`src/rtl/flprobe_pkg.sv`:
```
package flprobe_pkg;

    typedef enum logic [1:0] {
        K_KEY  = 2'd0,
        K_CMD  = 2'd1,
        K_READ = 2'd2
    } kind_e;

    typedef enum logic {
        PH_IDLE = 1'b0,
        PH_RUN  = 1'b1
    } phase_e;

    localparam logic [3:0]  STEP_MFR  = 4'd6;
    localparam logic [3:0]  STEP_DEV  = 4'd7;
    localparam logic [3:0]  STEP_LAST = 4'd10;

    localparam logic [11:0] WRD_KEY_A = 12'h555;
    localparam logic [11:0] WRD_KEY_B = 12'h2AA;
    localparam logic [11:0] WRD_MFR   = 12'h000;
    localparam logic [11:0] WRD_DEV   = 12'h001;

    localparam logic [7:0]  BYTE_KEY_A   = 8'hAA;
    localparam logic [7:0]  BYTE_KEY_B   = 8'h55;
    localparam logic [7:0]  BYTE_RESET   = 8'hF0;
    localparam logic [7:0]  BYTE_AUTOSEL = 8'h90;

    typedef struct packed {
        kind_e       kind;
        logic [11:0] word;
        logic [7:0]  code;
    } acc_t;

endpackage

```
`src/rtl/flprobe_seq.sv`:
```
module flprobe_seq
    import flprobe_pkg::*;
(
    input  logic [3:0] step,
    output acc_t       acc
);
    // Fixed access script: key pair before each command, reads in the middle.
    always_comb begin
        acc = '{kind: K_KEY, word: WRD_KEY_A, code: BYTE_KEY_A};
        unique case (step)
            4'd0, 4'd3, 4'd8: acc = '{kind: K_KEY,  word: WRD_KEY_A, code: BYTE_KEY_A};
            4'd1, 4'd4, 4'd9: acc = '{kind: K_KEY,  word: WRD_KEY_B, code: BYTE_KEY_B};
            4'd2, 4'd10:      acc = '{kind: K_CMD,  word: WRD_KEY_A, code: BYTE_RESET};
            4'd5:             acc = '{kind: K_CMD,  word: WRD_KEY_A, code: BYTE_AUTOSEL};
            4'd6:             acc = '{kind: K_READ, word: WRD_MFR,   code: 8'h00};
            4'd7:             acc = '{kind: K_READ, word: WRD_DEV,   code: 8'h00};
            default:          acc = '{kind: K_KEY,  word: WRD_KEY_A, code: BYTE_KEY_A};
        endcase
    end
endmodule

```
`src/rtl/flprobe_ilv.sv`:
```
module flprobe_ilv #(
    parameter int DW = 32
) (
    input  logic [DW-1:0] mfr_raw,
    input  logic [DW-1:0] dev_raw,
    output logic          dual,
    output logic          upper_ok,
    output logic [15:0]   mfr_id,
    output logic [15:0]   dev_id
);
    generate
        if (DW == 32) begin : g_wide
            logic same_m;
            logic same_d;
            assign same_m   = (mfr_raw[31:16] == mfr_raw[15:0]);
            assign same_d   = (dev_raw[31:16] == dev_raw[15:0]);
            assign dual     = same_m && same_d;
            assign upper_ok = dual || ((mfr_raw[31:16] == 16'h0) && (dev_raw[31:16] == 16'h0));
            assign mfr_id   = mfr_raw[15:0];
            assign dev_id   = dev_raw[15:0];
        end else begin : g_narrow
            assign dual     = 1'b0;
            assign upper_ok = 1'b1;
            assign mfr_id   = 16'(mfr_raw);
            assign dev_id   = 16'(dev_raw);
        end
    endgenerate
endmodule

```
`src/rtl/flprobe_match.sv`:
```
module flprobe_match #(
    parameter int N_ENT  = 4,
    parameter int SIZE_W = 32,
    parameter int IDX_W  = 2,
    parameter logic [16*N_ENT-1:0]     TBL_MFR  = '0,
    parameter logic [16*N_ENT-1:0]     TBL_DEV  = '0,
    parameter logic [SIZE_W*N_ENT-1:0] TBL_SIZE = '0
) (
    input  logic              enable,
    input  logic [15:0]       mfr_id,
    input  logic [15:0]       dev_id,
    output logic              hit,
    output logic [IDX_W-1:0]  hit_idx,
    output logic [SIZE_W-1:0] hit_size
);
    logic [N_ENT-1:0] eq;

    generate
        for (genvar i = 0; i < N_ENT; i++) begin : g_ent
            assign eq[i] = (TBL_MFR[16*i +: 16] == mfr_id) &&
                           (TBL_DEV[16*i +: 16] == dev_id);
        end
    endgenerate

    // Scan downwards so the lowest matching index is the last one written.
    always_comb begin
        hit      = 1'b0;
        hit_idx  = '0;
        hit_size = '0;
        for (int i = N_ENT - 1; i >= 0; i--) begin
            if (enable && eq[i]) begin
                hit      = 1'b1;
                hit_idx  = IDX_W'(i);
                hit_size = TBL_SIZE[SIZE_W*i +: SIZE_W];
            end
        end
    end
endmodule

```
`src/rtl/flprobe_top.sv`:
```
module flprobe_top
    import flprobe_pkg::*;
#(
    parameter int BUS_BYTES = 4,
    parameter int ADDR_W    = 24,
    parameter int N_ENT     = 4,
    parameter int SIZE_W    = 32,
    parameter logic [16*N_ENT-1:0] TBL_MFR =
        {16'h0004, 16'h0020, 16'h0004, 16'h0001},
    parameter logic [16*N_ENT-1:0] TBL_DEV =
        {16'h22C4, 16'h00D7, 16'h22C4, 16'h2249},
    parameter logic [SIZE_W*N_ENT-1:0] TBL_SIZE =
        {32'h0010_0000, 32'h0010_0000, 32'h0020_0000, 32'h0020_0000},
    localparam int DW    = 8 * BUS_BYTES,
    localparam int IDX_W = (N_ENT > 1) ? $clog2(N_ENT) : 1
) (
    input  logic              clk,
    input  logic              rst_n,
    input  logic              start,
    input  logic [ADDR_W-1:0] base_addr,
    output logic [ADDR_W-1:0] bus_addr,
    output logic [DW-1:0]     bus_wdata,
    input  logic [DW-1:0]     bus_rdata,
    output logic              bus_wr,
    output logic              bus_rd,
    input  logic              bus_ready,
    output logic              done,
    output logic              found,
    output logic [IDX_W-1:0]  match_idx,
    output logic [1:0]        ilv_count,
    output logic [SIZE_W:0]   dev_size
);
    typedef struct packed {
        phase_e            phase;
        logic [3:0]        step;
        logic [ADDR_W-1:0] base;
        logic [DW-1:0]     mfr_raw;
        logic [DW-1:0]     dev_raw;
        logic              done;
        logic              found;
        logic [IDX_W-1:0]  idx;
        logic              ilv_two;
        logic [SIZE_W:0]   size;
    } st_t;

    st_t q, d;

    acc_t              acc;
    logic              dual;
    logic              upper_ok;
    logic [15:0]       mfr_id;
    logic [15:0]       dev_id;
    logic              hit;
    logic [IDX_W-1:0]  hit_idx;
    logic [SIZE_W-1:0] hit_size;
    logic [DW-1:0]     wdata_full;

    flprobe_seq u_seq (
        .step (q.step),
        .acc  (acc)
    );

    flprobe_ilv #(.DW(DW)) u_ilv (
        .mfr_raw  (q.mfr_raw),
        .dev_raw  (q.dev_raw),
        .dual     (dual),
        .upper_ok (upper_ok),
        .mfr_id   (mfr_id),
        .dev_id   (dev_id)
    );

    flprobe_match #(
        .N_ENT    (N_ENT),
        .SIZE_W   (SIZE_W),
        .IDX_W    (IDX_W),
        .TBL_MFR  (TBL_MFR),
        .TBL_DEV  (TBL_DEV),
        .TBL_SIZE (TBL_SIZE)
    ) u_match (
        .enable   (upper_ok),
        .mfr_id   (mfr_id),
        .dev_id   (dev_id),
        .hit      (hit),
        .hit_idx  (hit_idx),
        .hit_size (hit_size)
    );

    // Data lane forming: key words always doubled, commands doubled while a
    // pair is assumed (start of probe) or detected (final reset).
    generate
        if (BUS_BYTES == 4) begin : g_lane32
            logic rep;
            assign rep = (acc.kind == K_KEY) ||
                         ((acc.kind == K_CMD) && ((q.step != STEP_LAST) || dual));
            assign wdata_full = rep ? {8'h00, acc.code, 8'h00, acc.code}
                                    : {24'h000000, acc.code};
        end else begin : g_lane_narrow
            assign wdata_full = DW'(acc.code);
        end
    endgenerate

    always_comb begin
        d      = q;
        d.done = 1'b0;
        unique case (q.phase)
            PH_IDLE: begin
                if (start) begin
                    d.phase = PH_RUN;
                    d.step  = 4'd0;
                    d.base  = base_addr;
                end
            end
            PH_RUN: begin
                if (bus_ready) begin
                    if (q.step == STEP_MFR) d.mfr_raw = bus_rdata;
                    if (q.step == STEP_DEV) d.dev_raw = bus_rdata;
                    if (q.step == STEP_LAST) begin
                        d.phase   = PH_IDLE;
                        d.done    = 1'b1;
                        d.found   = hit;
                        d.idx     = hit ? hit_idx : '0;
                        d.ilv_two = dual;
                        d.size    = hit ? ({1'b0, hit_size} << dual) : '0;
                    end else begin
                        d.step = q.step + 4'd1;
                    end
                end
            end
            default: d.phase = PH_IDLE;
        endcase
    end

    always_ff @(posedge clk or negedge rst_n) begin
        if (!rst_n) q <= '0;
        else        q <= d;
    end

    assign bus_wr    = (q.phase == PH_RUN) && (acc.kind != K_READ);
    assign bus_rd    = (q.phase == PH_RUN) && (acc.kind == K_READ);
    assign bus_addr  = q.base + (ADDR_W'(acc.word) * ADDR_W'(BUS_BYTES));
    assign bus_wdata = bus_wr ? wdata_full : '0;
    assign done      = q.done;
    assign found     = q.found;
    assign match_idx = q.idx;
    assign ilv_count = q.ilv_two ? 2'd2 : 2'd1;
    assign dev_size  = q.size;

    // a stalled access keeps its strobe, address and data
    a_r9_hold_write: assert property (@(posedge clk) disable iff (!rst_n)
        (bus_wr && !bus_ready) |=> (bus_wr && $stable(bus_addr) && $stable(bus_wdata)));
    a_r9_hold_read: assert property (@(posedge clk) disable iff (!rst_n)
        (bus_rd && !bus_ready) |=> (bus_rd && $stable(bus_addr)));
    a_r9_one_strobe: assert property (@(posedge clk) disable iff (!rst_n)
        !(bus_wr && bus_rd));
    // done is a single-cycle pulse following a completed write
    a_r10_single_pulse: assert property (@(posedge clk) disable iff (!rst_n)
        done |=> !done);
    a_r10_after_write: assert property (@(posedge clk) disable iff (!rst_n)
        $rose(done) |-> $past(bus_wr && bus_ready));
    // a miss reports no size
    a_r7_miss_size: assert property (@(posedge clk) disable iff (!rst_n)
        (done && !found) |-> (dev_size == '0));
endmodule

```
`config.mk`:
```
export PLATFORM = sky130hd
export DESIGN_NAME = flprobe_top
export DESIGN_NICKNAME = d
export VERILOG_FILES = /design/src/rtl/flprobe_pkg.sv /design/src/rtl/flprobe_seq.sv /design/src/rtl/flprobe_ilv.sv /design/src/rtl/flprobe_match.sv /design/src/rtl/flprobe_top.sv
export SDC_FILE = /design/constraint.sdc
export NUM_CORES = 1
export LEC_CHECK = 0
export BUFFER_PORTS_ARGS = -buffer_cell sky130_fd_sc_hd__buf_4
export CAP_MARGIN = 20
export CORE_MARGIN = 8
export CORE_UTILIZATION = 50
export CTS_BUF_LIST = sky130_fd_sc_hd__clkbuf_8
export CTS_CLUSTER_DIAMETER = 150
export DETAILED_ROUTE_END_ITERATION = 10
export PLACE_DENSITY = 0.88
export SYNTH_ARGS = -nofsm -noshare
export SYNTH_HDL_FRONTEND = slang
export SYNTH_SLANG_ARGS = --single-unit
```
`constraint.sdc`:
```
create_clock -name clk -period 3.1 [get_ports clk]
set_clock_uncertainty 0.2 [all_clocks]
set_input_delay 0.155 -clock clk [delete_from_list [all_inputs] [get_ports clk]]
set_output_delay 0.155 -clock clk [all_outputs]
set_load 0.005 [all_outputs]
```
==> flow_summary.yaml <==
global_route:
  grt_usage: 0.2219
  grt_pass1_wl_um: 28060
  grt_pass1_vias: 5174
  grt_start_max_net_pins: 89
  overflow: 0
  antenna_found_initial: 0
die:
  rows: 39
  num_io_pins: 157
  chipWidth_um: 124.5
  core_region_area_sq_mm: 0.01147
  dieArea_sq_mm: 0.01550
  fp.dieH_um: 124.5
  start_util: 0.5131
timing:
  hold_violations: 0
  fmaxAchievable_mhz: 272.9
  fin_crit_sh: 1.182
  slew_headroom: 0.6282
  finalSetupViolCount: 17
  tightest_slew_ns: 0.5561
  period_needed_ns: 3.665
  timing.final.ws_setup_ns: -0.5650
  setup-tns-final_ns: -6.443
  slew_violations: 0
  rsz0062_at_grt: "yes"
logic_synthesis:
  ys.flop_type: "dfrtp_1"
  synth_area_per_cell_sq_um: 11.27
  synth.distinct_cells: 54
  ys_warn_count: 0
  async_flop_share: 1.000
  synth_cells: 522
  ys_ff_latch: 101
  syn-cell-area_sq_mm: 0.005884
  synth-edff-count: 0
  ys_seq_area_frac: 0.4295
layout:
  final_core_util: 0.7101
  area_growth_pct: 38.38
  diodes: 0
  nets: 799
  postLayoutCellArea_sq_mm: 0.008143
  drive_gt1_frac: 0.4470
power_and_ir_drop:
  sw_frac_of_total: 0.4167
  p_leak_nw: 3.640
  vdd_drop_max_mv: 1.202
  p_int_w: 0.005818
  power-per-cell-area_mw_per_mm2: 1225
  p_switching_w: 0.004156
  total_power_w: 0.009973
  seqPwrFrac: 0.268
  power_frac_clock: 0.097
  combPwrFrac: 0.635
placement:
  dp_hpwl_um: 11270
  place_area_sq_mm: 0.006763
  place.gp.congestion: 0.9116
  port_buffers: 110
  place_ws_ns: -0.1007
route:
  num_vias: 5033
  drc: 2
  drt_iter0_markers: 442
  totalWireLength_um: 19140
  avgViaCountPerCell: 5.785
  drtAntennaViolNets: 0
  wire_per_inst_um: 22.00
  dr.pass1.iters: 8
setup_path:
  crit_buf_inv: 5
  slowest_delay_ns: 0.43
  cp.arrival_ns: 3.31
  end_kind: "output pin"
  crit_fanout: 5
  critPathKind: "reg2out"
  cp-start-kind: "flip-flop"
  critPathRequiredTime_ns: 2.74
  cpLargestDelayFamily: "compound AO/OA/AOI/OAI gates"
  r2r_slack_ns: 0.78
  crit_slowest_cell: "o31a_4"
  crit_cells: 13
  reg2reg_depth: 9
  cp_cell_sequence: "inv_2, buf_4, ha_4, inv_4, o21ai_4, buf_6, ha_4, a21oi_2, o21ai_1, o31a_4, o2111ai_4, xnor2_1, buf_4"
cts:
  cts_tree: "built"
  numCtsBuffers: 9
  cts_buffer_depth: 2
  clkSinkCount: 101
  clkSlewWorstSetupHoldPaths_ns: 0.11
  h-tree-depth: 3
  clkLatencyLatePin_ns: 0.39
  cts_root_buf: "clkbuf_8"
job:
  cap_viol_max_count: 0
status:
  status: "complete, but fails checks"
  failed_checks: "DRC, setup timing"
hold_path:
  hp-class: "in2reg"
  whs_path_depth: 3
-- worst min-delay path, stage by stage --
cell           delay [ns]
dlygate4sd3_1        0.52
buf_4                0.10
mux2_2               0.13
-- through the flow --
stage	instances	hold slack, ns
after floorplan	567	-0.3406
after global placement	774	0.1775
after detailed placement	774	0.1832
after CTS	861	0.3289
after global routing	870	0.3289
final	870	0.3320
-- synth_stat cells (3+ instances only) --
cell type | n | area [sq um]
nor3_1 | 3 | 15.01
mux2_1 | 3 | 33.78
nor4_2 | 3 | 37.54
ha_1 | 16 | 200.2
nand4_1 | 14 | 87.58
a21o_1 | 6 | 45.04
nand2_1 | 30 | 112.6
mux2_2 | 85 | 957.2
a211oi_1 | 5 | 37.54
nor2_1 | 13 | 48.80
a21boi_0 | 5 | 37.54
nor4_1 | 12 | 75.07
xor2_1 | 6 | 52.55
and3_1 | 4 | 25.02
a21oi_1 | 15 | 75.07
o21ai_0 | 11 | 55.05
nor3b_1 | 3 | 22.52
buf_2 | 9 | 45.04
xnor2_1 | 44 | 385.4
nand2b_1 | 3 | 18.77
inv_1 | 11 | 41.29
nor4b_1 | 3 | 26.28
buf_4 | 58 | 435.4
o21ai_1 | 4 | 20.02
nand3_1 | 12 | 60.06
clkbuf_1 | 5 | 18.77
and4_1 | 4 | 35.03
dfrtp_1 | 101 | 2527
-- layout make-up --
type / count / area (sq um)
clock inverter: 7 / 106.4
multi-input combinational: 382 / 3339
inverter: 11 / 43.79
fill: 691 / 3324
clock buffer: 9 / 123.9
tap: 143 / 178.9
timing repair buffer: 217 / 1822
sequential: 101 / 2529
-- layout by cell type, fill, tap and decap left out, types with 3 or more instances in the layout --
cell type,n
nor2_1,12
a21oi_2,5
ha_4,9
o21ai_2,3
xnor2_1,41
nand2_1,27
nor4_2,3
mux2_1,3
a21o_1,5
dlygate4sd3_1,60
nor4_1,12
a211oi_2,4
mux2_2,85
nand4_1,14
xor2_1,6
a21boi_0,3
o21ai_1,4
dfrtp_1,100
nand3_1,9
ha_1,4
nor4b_1,3
a21oi_1,8
xnor2_2,3
buf_6,6
conb_1,46
clkbuf_8,9
ha_2,3
and4_1,4
and3_1,4
o21ai_0,6
buf_4,150
inv_1,8
-- power by group through the flow --
stage          logic, W  registers (W)  clock network (W)
2_1_floorplan   0.00285        0.00240                  0
3_3_place_gp    0.00454        0.00258                  0
3_5_place_dp    0.00471        0.00261                  0
4_1_cts         0.00539        0.00261           0.000983
5_1_grt         0.00667        0.00273            0.00104
6_report        0.00633        0.00267           0.000971
-- timing repair --
action / CTS / global route
gates cloned: 0 / 0
gates resized for setup: 43 / 31
setup buffers: 12 / 7
endpoints found under the setup margin: 16 / 21
pin swaps: 19 / 17
hold buffers: 59 / 1
hold endpoints to repair: 176 / 5
-- kinds of logic after synthesis --
kind of cell,synth area share
compound gates,0.08250
xor+xnor,0.07442
fa+ha+maj,0.03742
buf+inv,0.09249
flops,0.4295
mux,0.1684
other cells,0.0006373
simple gates,0.1146
-- state kept, by name, summed over array words and instances, names as in the netlist --
register   flops
found          1
q             94
done           1
match_idx      2
dev_size       3
-- routing by layer --
metal,vias to the layer above,global-route usage,part of all wire
met5,-,0,0
met4,0,0.07300,0.036
met3,69,0.06894,0.080
met2,325,0.3936,0.50
met1,2469,0.2465,0.38
li1,2170,-,-
-- final timing paths --
check	start	to
setup / recovery	q[127]	bus_addr[16]
hold / removal	base_addr[12]	q[114]
setup reg to reg	q[126]	match_idx[0]
hold reg to reg	q[33]	q[33]
max in group asynchronous	rst_n	q[125]
min in group asynchronous	rst_n	q[75]
Power figures use the tool's default switching activity.
